[config.mk]
export PLATFORM = sky130hd
export DESIGN_NAME = pcm_frame_timer
export DESIGN_NICKNAME = d
export VERILOG_FILES = /design/src/rtl/pcm_tgen_pkg.sv /design/src/rtl/pcm_sync_edge.sv /design/src/rtl/pcm_bclk_unit.sv /design/src/rtl/pcm_frame_ctr.sv /design/src/rtl/pcm_frame_timer.sv
export SDC_FILE = /design/constraint.sdc
export NUM_CORES = 1
export LEC_CHECK = 0
export BUFFER_PORTS_ARGS = -buffer_cell sky130_fd_sc_hd__buf_2
export CAP_MARGIN = 20
export CORE_MARGIN = 4
export CORE_UTILIZATION = 50
export CTS_BUF_LIST = sky130_fd_sc_hd__clkbuf_4
export CTS_CLUSTER_DIAMETER = 100
export DETAILED_ROUTE_END_ITERATION = 10
export GPL_ROUTABILITY_DRIVEN = 0
export GPL_TIMING_DRIVEN = 0
export PLACE_DENSITY = 0.72
export SYNTH_ARGS = -nofsm -noshare
export SYNTH_HDL_FRONTEND = slang
export SYNTH_SLANG_ARGS = --single-unit
[constraint.sdc]
create_clock -name clk -period 5 [get_ports clk]
set_input_delay 0 -clock clk [delete_from_list [all_inputs] [get_ports clk]]
set_output_delay 0 -clock clk [all_outputs]
set_load 0.1 [all_outputs]
[src/rtl/pcm_tgen_pkg.sv]
package pcm_tgen_pkg;

    parameter int FL_W = 10;
    localparam int CFG_W = 2 * FL_W + 4;

    // Field order fixes the configuration word layout (MSB first).
    typedef struct packed {
        logic            fs_fall;    // frame begins on falling sync transition
        logic            clk_norm;   // sample on rising edge, launch on falling
        logic            fs_cons;    // frame sync taken from fs_in
        logic            bclk_cons;  // bit clock taken from bclk_in
        logic [FL_W-1:0] sync_len;   // bit clocks of active sync
        logic [FL_W-1:0] frame_m1;   // bit clocks per frame minus one
    } tcfg_t;

    function automatic logic [FL_W-1:0] step_pos(input logic [FL_W-1:0] cur,
                                                 input logic [FL_W-1:0] last,
                                                 input logic            restart);
        return (restart || cur >= last) ? '0 : cur + 1'b1;
    endfunction

    function automatic logic fs_drive(input logic active, input logic fall);
        return active ^ fall;
    endfunction

endpackage

[src/rtl/pcm_sync_edge.sv]
module pcm_sync_edge #(
    parameter int STAGES = 2
) (
    input  logic clk,
    input  logic rst,
    input  logic d_i,
    output logic q_o
);
    logic [STAGES-1:0] sh_q;

    generate
        if (STAGES == 1) begin : g_one
            always_ff @(posedge clk) begin
                if (rst) sh_q <= '0;
                else     sh_q <= d_i;
            end
        end else begin : g_chain
            always_ff @(posedge clk) begin
                if (rst) sh_q <= '0;
                else     sh_q <= {sh_q[STAGES-2:0], d_i};
            end
        end
    endgenerate

    assign q_o = sh_q[STAGES-1];
endmodule

[src/rtl/pcm_bclk_unit.sv]
module pcm_bclk_unit #(
    parameter int HALF_DIV    = 2,
    parameter int SYNC_STAGES = 2
) (
    input  logic clk,
    input  logic rst,
    input  logic en,
    input  logic consumer,
    input  logic launch_on_fall,
    input  logic bclk_in,
    output logic bclk_o,
    output logic launch_o
);
    localparam int DW = (HALF_DIV > 1) ? $clog2(HALF_DIV) : 1;

    logic bclk_q, rise_q, fall_q;
    logic ext_s, ext_d;
    logic div_wrap;

    pcm_sync_edge #(.STAGES(SYNC_STAGES)) u_bsync (
        .clk (clk),
        .rst (rst),
        .d_i (bclk_in),
        .q_o (ext_s)
    );

    always_ff @(posedge clk) begin
        if (rst) ext_d <= 1'b0;
        else     ext_d <= ext_s;
    end

    generate
        if (HALF_DIV == 1) begin : g_nodiv
            assign div_wrap = 1'b1;
        end else begin : g_div
            logic [DW-1:0] div_q;
            always_ff @(posedge clk) begin
                if (rst || !en || consumer)          div_q <= '0;
                else if (div_q == DW'(HALF_DIV - 1)) div_q <= '0;
                else                                 div_q <= div_q + 1'b1;
            end
            assign div_wrap = (div_q == DW'(HALF_DIV - 1));
        end
    endgenerate

    always_ff @(posedge clk) begin
        if (rst || !en) begin
            bclk_q <= 1'b0;
            rise_q <= 1'b0;
            fall_q <= 1'b0;
        end else if (consumer) begin
            bclk_q <= 1'b0;
            rise_q <= ext_s & ~ext_d;
            fall_q <= ~ext_s & ext_d;
        end else begin
            rise_q <= 1'b0;
            fall_q <= 1'b0;
            if (div_wrap) begin
                bclk_q <= ~bclk_q;
                rise_q <= ~bclk_q;
                fall_q <= bclk_q;
            end
        end
    end

    assign bclk_o   = bclk_q;
    assign launch_o = launch_on_fall ? fall_q : rise_q;

    assert_one_edge_R4: assert property (@(posedge clk) disable iff (rst)
        $onehot0({rise_q, fall_q}));

    assert_rise_level_R3: assert property (@(posedge clk) disable iff (rst)
        (!consumer && rise_q) |-> bclk_q);

    assert_fall_level_R3: assert property (@(posedge clk) disable iff (rst)
        (!consumer && fall_q) |-> !bclk_q);
endmodule

[src/rtl/pcm_frame_ctr.sv]
module pcm_frame_ctr
    import pcm_tgen_pkg::*;
#(
    parameter int WARM_BITS = 4
) (
    input  logic            clk,
    input  logic            rst,
    input  logic            en,
    input  logic            step_raw,
    input  logic [FL_W-1:0] frame_m1,
    input  logic [FL_W-1:0] sync_len,
    input  logic            fs_fall,
    input  logic            fs_cons,
    input  logic            fs_smp,
    output logic            step_o,
    output logic [FL_W-1:0] bit_pos,
    output logic            frame_start,
    output logic            fs_o
);
    localparam int WW = $clog2(WARM_BITS + 1);

    logic [FL_W-1:0] cnt_q, nxt;
    logic [WW-1:0]   warm_q;
    logic            running_q, started_q, fstart_q, fs_prev_q, fs_q;
    logic            resync;

    assign resync = fs_cons & (fs_fall ? (fs_prev_q & ~fs_smp)
                                       : (~fs_prev_q & fs_smp));
    assign nxt    = step_pos(cnt_q, frame_m1, !started_q || resync);
    assign step_o = step_raw & running_q;

    always_ff @(posedge clk) begin
        if (rst || !en) begin
            cnt_q     <= '0;
            warm_q    <= '0;
            running_q <= 1'b0;
            started_q <= 1'b0;
            fstart_q  <= 1'b0;
            fs_prev_q <= 1'b0;
            fs_q      <= rst ? 1'b0 : fs_fall;
        end else begin
            fstart_q <= 1'b0;
            if (step_raw) begin
                fs_prev_q <= fs_smp;
                if (!running_q) begin
                    warm_q <= warm_q + 1'b1;
                    if (warm_q == WW'(WARM_BITS - 1)) running_q <= 1'b1;
                end else begin
                    cnt_q     <= nxt;
                    fstart_q  <= (nxt == '0);
                    started_q <= 1'b1;
                    fs_q      <= fs_drive(nxt < sync_len, fs_fall);
                end
            end
        end
    end

    assign bit_pos     = cnt_q;
    assign frame_start = fstart_q;
    assign fs_o        = fs_q;

    assert_pos_bound_R1: assert property (@(posedge clk) disable iff (rst)
        step_o |=> (bit_pos <= $past(frame_m1)));

    assert_start_at_zero_R1: assert property (@(posedge clk) disable iff (rst)
        frame_start |-> (bit_pos == '0));

    assert_start_single_R1: assert property (@(posedge clk) disable iff (rst)
        frame_start |=> !frame_start);

    assert_resync_zero_R6: assert property (@(posedge clk) disable iff (rst)
        (step_o && resync) |=> (bit_pos == '0 && frame_start));

    assert_quiet_off_R8: assert property (@(posedge clk) disable iff (rst)
        !en |=> (bit_pos == '0 && !frame_start));

    assert_warm_gate_R7: assert property (@(posedge clk) disable iff (rst)
        $rose(en) |-> !step_o);
endmodule

[src/rtl/pcm_frame_timer.sv]
module pcm_frame_timer
    import pcm_tgen_pkg::*;
#(
    parameter int HALF_DIV    = 2,
    parameter int WARM_BITS   = 4,
    parameter int SYNC_STAGES = 2
) (
    input  logic             clk,
    input  logic             rst,
    input  logic             en,
    input  logic             tx_on,
    input  logic             rx_on,
    input  logic [CFG_W-1:0] cfg_word,
    input  logic             bclk_in,
    input  logic             fs_in,
    output logic             bclk_out,
    output logic             fs_out,
    output logic             bit_step,
    output logic [FL_W-1:0]  bit_pos,
    output logic             frame_start
);
    tcfg_t cfg_q;
    logic  launch, fs_smp, bclk_gen, fs_gen;

    always_ff @(posedge clk) begin
        if (rst)                  cfg_q <= '0;
        else if (!tx_on && !rx_on) cfg_q <= tcfg_t'(cfg_word);
    end

    pcm_bclk_unit #(.HALF_DIV(HALF_DIV), .SYNC_STAGES(SYNC_STAGES)) u_bclk (
        .clk            (clk),
        .rst            (rst),
        .en             (en),
        .consumer       (cfg_q.bclk_cons),
        .launch_on_fall (cfg_q.clk_norm),
        .bclk_in        (bclk_in),
        .bclk_o         (bclk_gen),
        .launch_o       (launch)
    );

    pcm_sync_edge #(.STAGES(SYNC_STAGES)) u_fsync (
        .clk (clk),
        .rst (rst),
        .d_i (fs_in),
        .q_o (fs_smp)
    );

    pcm_frame_ctr #(.WARM_BITS(WARM_BITS)) u_ctr (
        .clk         (clk),
        .rst         (rst),
        .en          (en),
        .step_raw    (launch),
        .frame_m1    (cfg_q.frame_m1),
        .sync_len    (cfg_q.sync_len),
        .fs_fall     (cfg_q.fs_fall),
        .fs_cons     (cfg_q.fs_cons),
        .fs_smp      (fs_smp),
        .step_o      (bit_step),
        .bit_pos     (bit_pos),
        .frame_start (frame_start),
        .fs_o        (fs_gen)
    );

    assign bclk_out = cfg_q.bclk_cons ? 1'b0 : bclk_gen;
    assign fs_out   = cfg_q.fs_cons   ? 1'b0 : fs_gen;

    assert_cfg_hold_R9: assert property (@(posedge clk) disable iff (rst)
        (tx_on || rx_on) |=> $stable(cfg_q));

    assert_bclk_idle_R3: assert property (@(posedge clk) disable iff (rst)
        !en |=> !bclk_out);
endmodule

==> flow_metrics.tcl <==
set metrics [dict create \
    status "complete, no violations" \
    yosys.cell_types.count 42 \
    grt_pass1_wl_um 9980 \
    hp-class "in -> reg" \
    final_cells 485 \
    grt_pass1_vias 2326 \
    path_delay_family "compound AO/OA/AOI/OAI gates" \
    path_common_cell "a21oi_1" \
    final.setup.tns_ps 0 \
    clockBufferDepth 2 \
    drtIter0Drc 105 \
    hpwl_um 4290 \
    vias 2434 \
    timing.fmax_ghz 0.238 \
    grt_remaining_overflow 0 \
    worstSetupPathType "reg -> reg" \
    holdWs_ps 115 \
    rr_worst_depth 14 \
    startpoint "u_ctr.bit_pos[0]" \
    slew_violations 0 \
    rows 26 \
    power_density_nw_per_um2 217 \
    avgRoutedWirePerCell_um 12.3 \
    syn_area_um2 2620 \
    slowest_stage "a2111oi_0" \
    worstPathRequired_ps 5150 \
    final_antenna_net_count 0 \
    leakagePower_uw 0.00130 \
    syn_inst 334 \
    worstSkewPairLatency_ps 370 \
    cts_buffers 5 \
    area_delta_synth_final_pct 25.3 \
    end_kind "flop" \
    ys_seq_elements 51 \
    clock_sinks 51 \
    grtUsageTotal 0.196 \
    final_cell_mix "nand2_1, dfxtp_1, buf_2, a21oi_1, dlygate4sd3_1" \
    fillCellCount 475 \
    async_reset_ff_frac 0 \
    grt_start_max_net_pins 17 \
    combPwrFrac 0.131 \
    finalCritPeriodShare 0.839 \
    clk_pin_slew_worst_paths_ps 150 \
    fp.dieW_um 80.3 \
    avgSynthCellArea_um2 7.83 \
    hold_viol 0 \
    mostFrequentLayoutCell "nand2_1" \
    p_seq_frac 0.603 \
    synth_edf_count 1 \
    yosysWarnings 0 \
    finalWirelength_um 5970 \
    ios 45 \
    portBuffers 43 \
    cp_slowest_stage_delay_ps 870 \
    switching_power_uw 191 \
    r2r_slack_ps 800 \
    place_inst 447 \
    switching_share 0.268 \
    drive_above_1_share 0.135 \
    startpoint_type "flop" \
    reg2reg_from "u_ctr.bit_pos[0]" \
    dr.pass1.iters 4 \
    slew_headroom 0.361 \
    fp.dieH_um 80.3 \
    avgViaCountPerCell 5.02 \
    tightest_slew_ps 935 \
    core-area_um2 5070 \
    final_core_util 0.646 \
    rr_endpoint "u_ctr.fs_o" \
    final_nets 467 \
    finClkSkew_ps 15.9 \
    num_antenna_cells 0 \
    syn_nets 387 \
    crit_end "u_ctr.fs_o" \
    route.detailed.drc 0 \
    dieArea_um2 6450 \
    p_int_uw 520 \
    ys.flop_type "dfxtp_1" \
    path_cells "inv_1, ha_1, nand2b_1, a21oi_1, o21ai_1, a21oi_1, o21a_1, ha_1, a21oi_1, o21ai_0, a2111oi_0, nor4b_1, a31oi_1, nand2_1" \
    rsz0062_at_grt "false" \
    cts_resized 0 \
    crit_fanout 9 \
    clockPowerShare 0.266 \
    h-tree-depth 2 \
    worst-path-buf-inv 1 \
    crit_arrival_ps 4340 \
    ir_worst_vdd_mv 0.116 \
    seq_area_frac_synth 0.394 \
    fin_crit_ps 4200 \
    setup_viol 0 \
    antenna_found_initial 0 \
    root_buffer "clkbuf_4" \
    maxCapViolCount 0 \
    initial_core_util 0.516 \
    crit_cells 14 \
    tritoncts "done" \
]
==> worst min-delay path by stage <==
stage | startpoint | depth (start not counted) | slack, ps | end
global route | en | 4 | 120 | u_ctr.bit_pos[7]
detailed placement | bclk_in | 2 | 220 | u_bclk.u_bsync.sh_q[0]
global placement | bclk_in | 2 | 210 | u_bclk.u_bsync.sh_q[0]
finish | en | 4 | 110 | u_ctr.bit_pos[7]
floorplan | bclk_in | 1 | 130 | u_bclk.u_bsync.sh_q[0]
CTS | en | 4 | 100 | u_ctr.bit_pos[7]
==> cell families (layout without fill, tap and decap cells) <==
| family | Yosys count | in the layout | synth area share |
|---|---|---|---|
| mux | 3 | 3 | 0.0120 |
| compound gates | 69 | 69 | 0.154 |
| buf+inv | 41 | 122 | 0.0598 |
| simple gates | 140 | 140 | 0.249 |
| xor+xnor | 8 | 8 | 0.0268 |
| fa+ha+maj | 22 | 22 | 0.105 |
| flops | 51 | 51 | 0.394 |
==> sequential cells by signal, summed over array words and instances (netlist names) <==
signal / cells
cfg_q: 24
u_ctr.bit_pos: 10
u_ctr.warm_q: 3
u_bclk.u_bsync.sh_q: 2
u_fsync.sh_q: 2
u_bclk.bclk_o: 1
u_bclk.div_wrap: 1
u_bclk.ext_d: 1
u_bclk.fall_q: 1
u_bclk.rise_q: 1
u_ctr.frame_start: 1
u_ctr.fs_o: 1
u_ctr.fs_prev_q: 1
u_ctr.running_q: 1
u_ctr.started_q: 1
==> routing by layer <==
layer	track usage	vias to the layer above	wire [um]
met4	0.0608	0	84
met2	0.347	60	2860
met5	0	-	0
li1	-	1287	-
met1	0.235	1080	2700
met3	0.0426	7	325
==> what timing repair did <==
| action | in CTS | in global routing |
|---|---|---|
| setup endpoints to repair | 0 | 0 |
| hold buffers | 30 | 0 |
| setup buffers | 0 | 0 |
| hold endpoints to repair | 26 | 0 |
==> worst reg2reg max path: stages (launching register included) <==
cell and delay, ps:
dfxtp_1 540, inv_1 180, ha_1 310, nand2b_1 140, a21oi_1 140, o21ai_1 100, a21oi_1 630, o21a_1 230
ha_1 240, a21oi_1 120, o21ai_0 130, a2111oi_0 870, nor4b_1 120, a31oi_1 180, nand2_1 60
==> synthesized netlist by cell type (2+ instances only) <==
cell type	n	area [um2]
nand2_1	67	251
dfxtp_1	50	1000
a21oi_1	38	190
inv_1	25	93.8
nor2_1	23	86.3
ha_1	22	275
clkbuf_1	13	48.8
nand3_1	12	60.1
nor2b_1	10	62.6
o21ai_0	7	35.0
nor3_1	6	30.0
xnor2_1	5	43.8
a31oi_1	4	25.0
o31ai_1	4	30.0
a211oi_1	3	22.5
nor3b_1	3	22.5
nor4_1	3	18.8
o21a_1	3	22.5
xor2_1	3	26.3
a211o_1	2	17.5
a21o_1	2	15.0
and4_1	2	17.5
mux2i_1	2	20.0
nand2b_1	2	12.5
nand4_1	2	12.5
nor4b_1	2	17.5
o21ai_1	2	10.0
or2_2	2	12.5
or4_1	2	15.0
==> per-stage QoR <==
stage | total power [uW] | setup WS, ps | instance area, um2
after detailed placement | 512 | 851 | 2920
after CTS | 716 | 837 | 3280
final | 710 | 804 | 3280
after floorplan | 487 | 910 | 2620
after global routing | 746 | 489 | 3280
after global placement | 510 | 970 | 2920
==> area by class of cell <==
type                            count  area, um2  area share
Buffer                             16       62.6      0.0191
Inverter                           25       93.8      0.0286
Clock inverter                      3       20.0     0.00611
Timing Repair Buffer               73        515       0.157
Multi-Input combinational cell    242       1430       0.436
Tap cell                           70       87.6      0.0267
Clock buffer                        5       37.5      0.0115
Sequential cell                    51       1030       0.315
==> power by group through the flow <==
stage | Sequential (uW) | Combinational [uW] | Clock, uW
floorplan | 435 | 52.3 | 0
global placement | 437 | 73.7 | 0
detailed placement | 437 | 75.2 | 0
CTS | 428 | 92.5 | 195
global route | 431 | 104 | 211
finish | 428 | 93.1 | 189
Power figures use the tool's default switching activity.
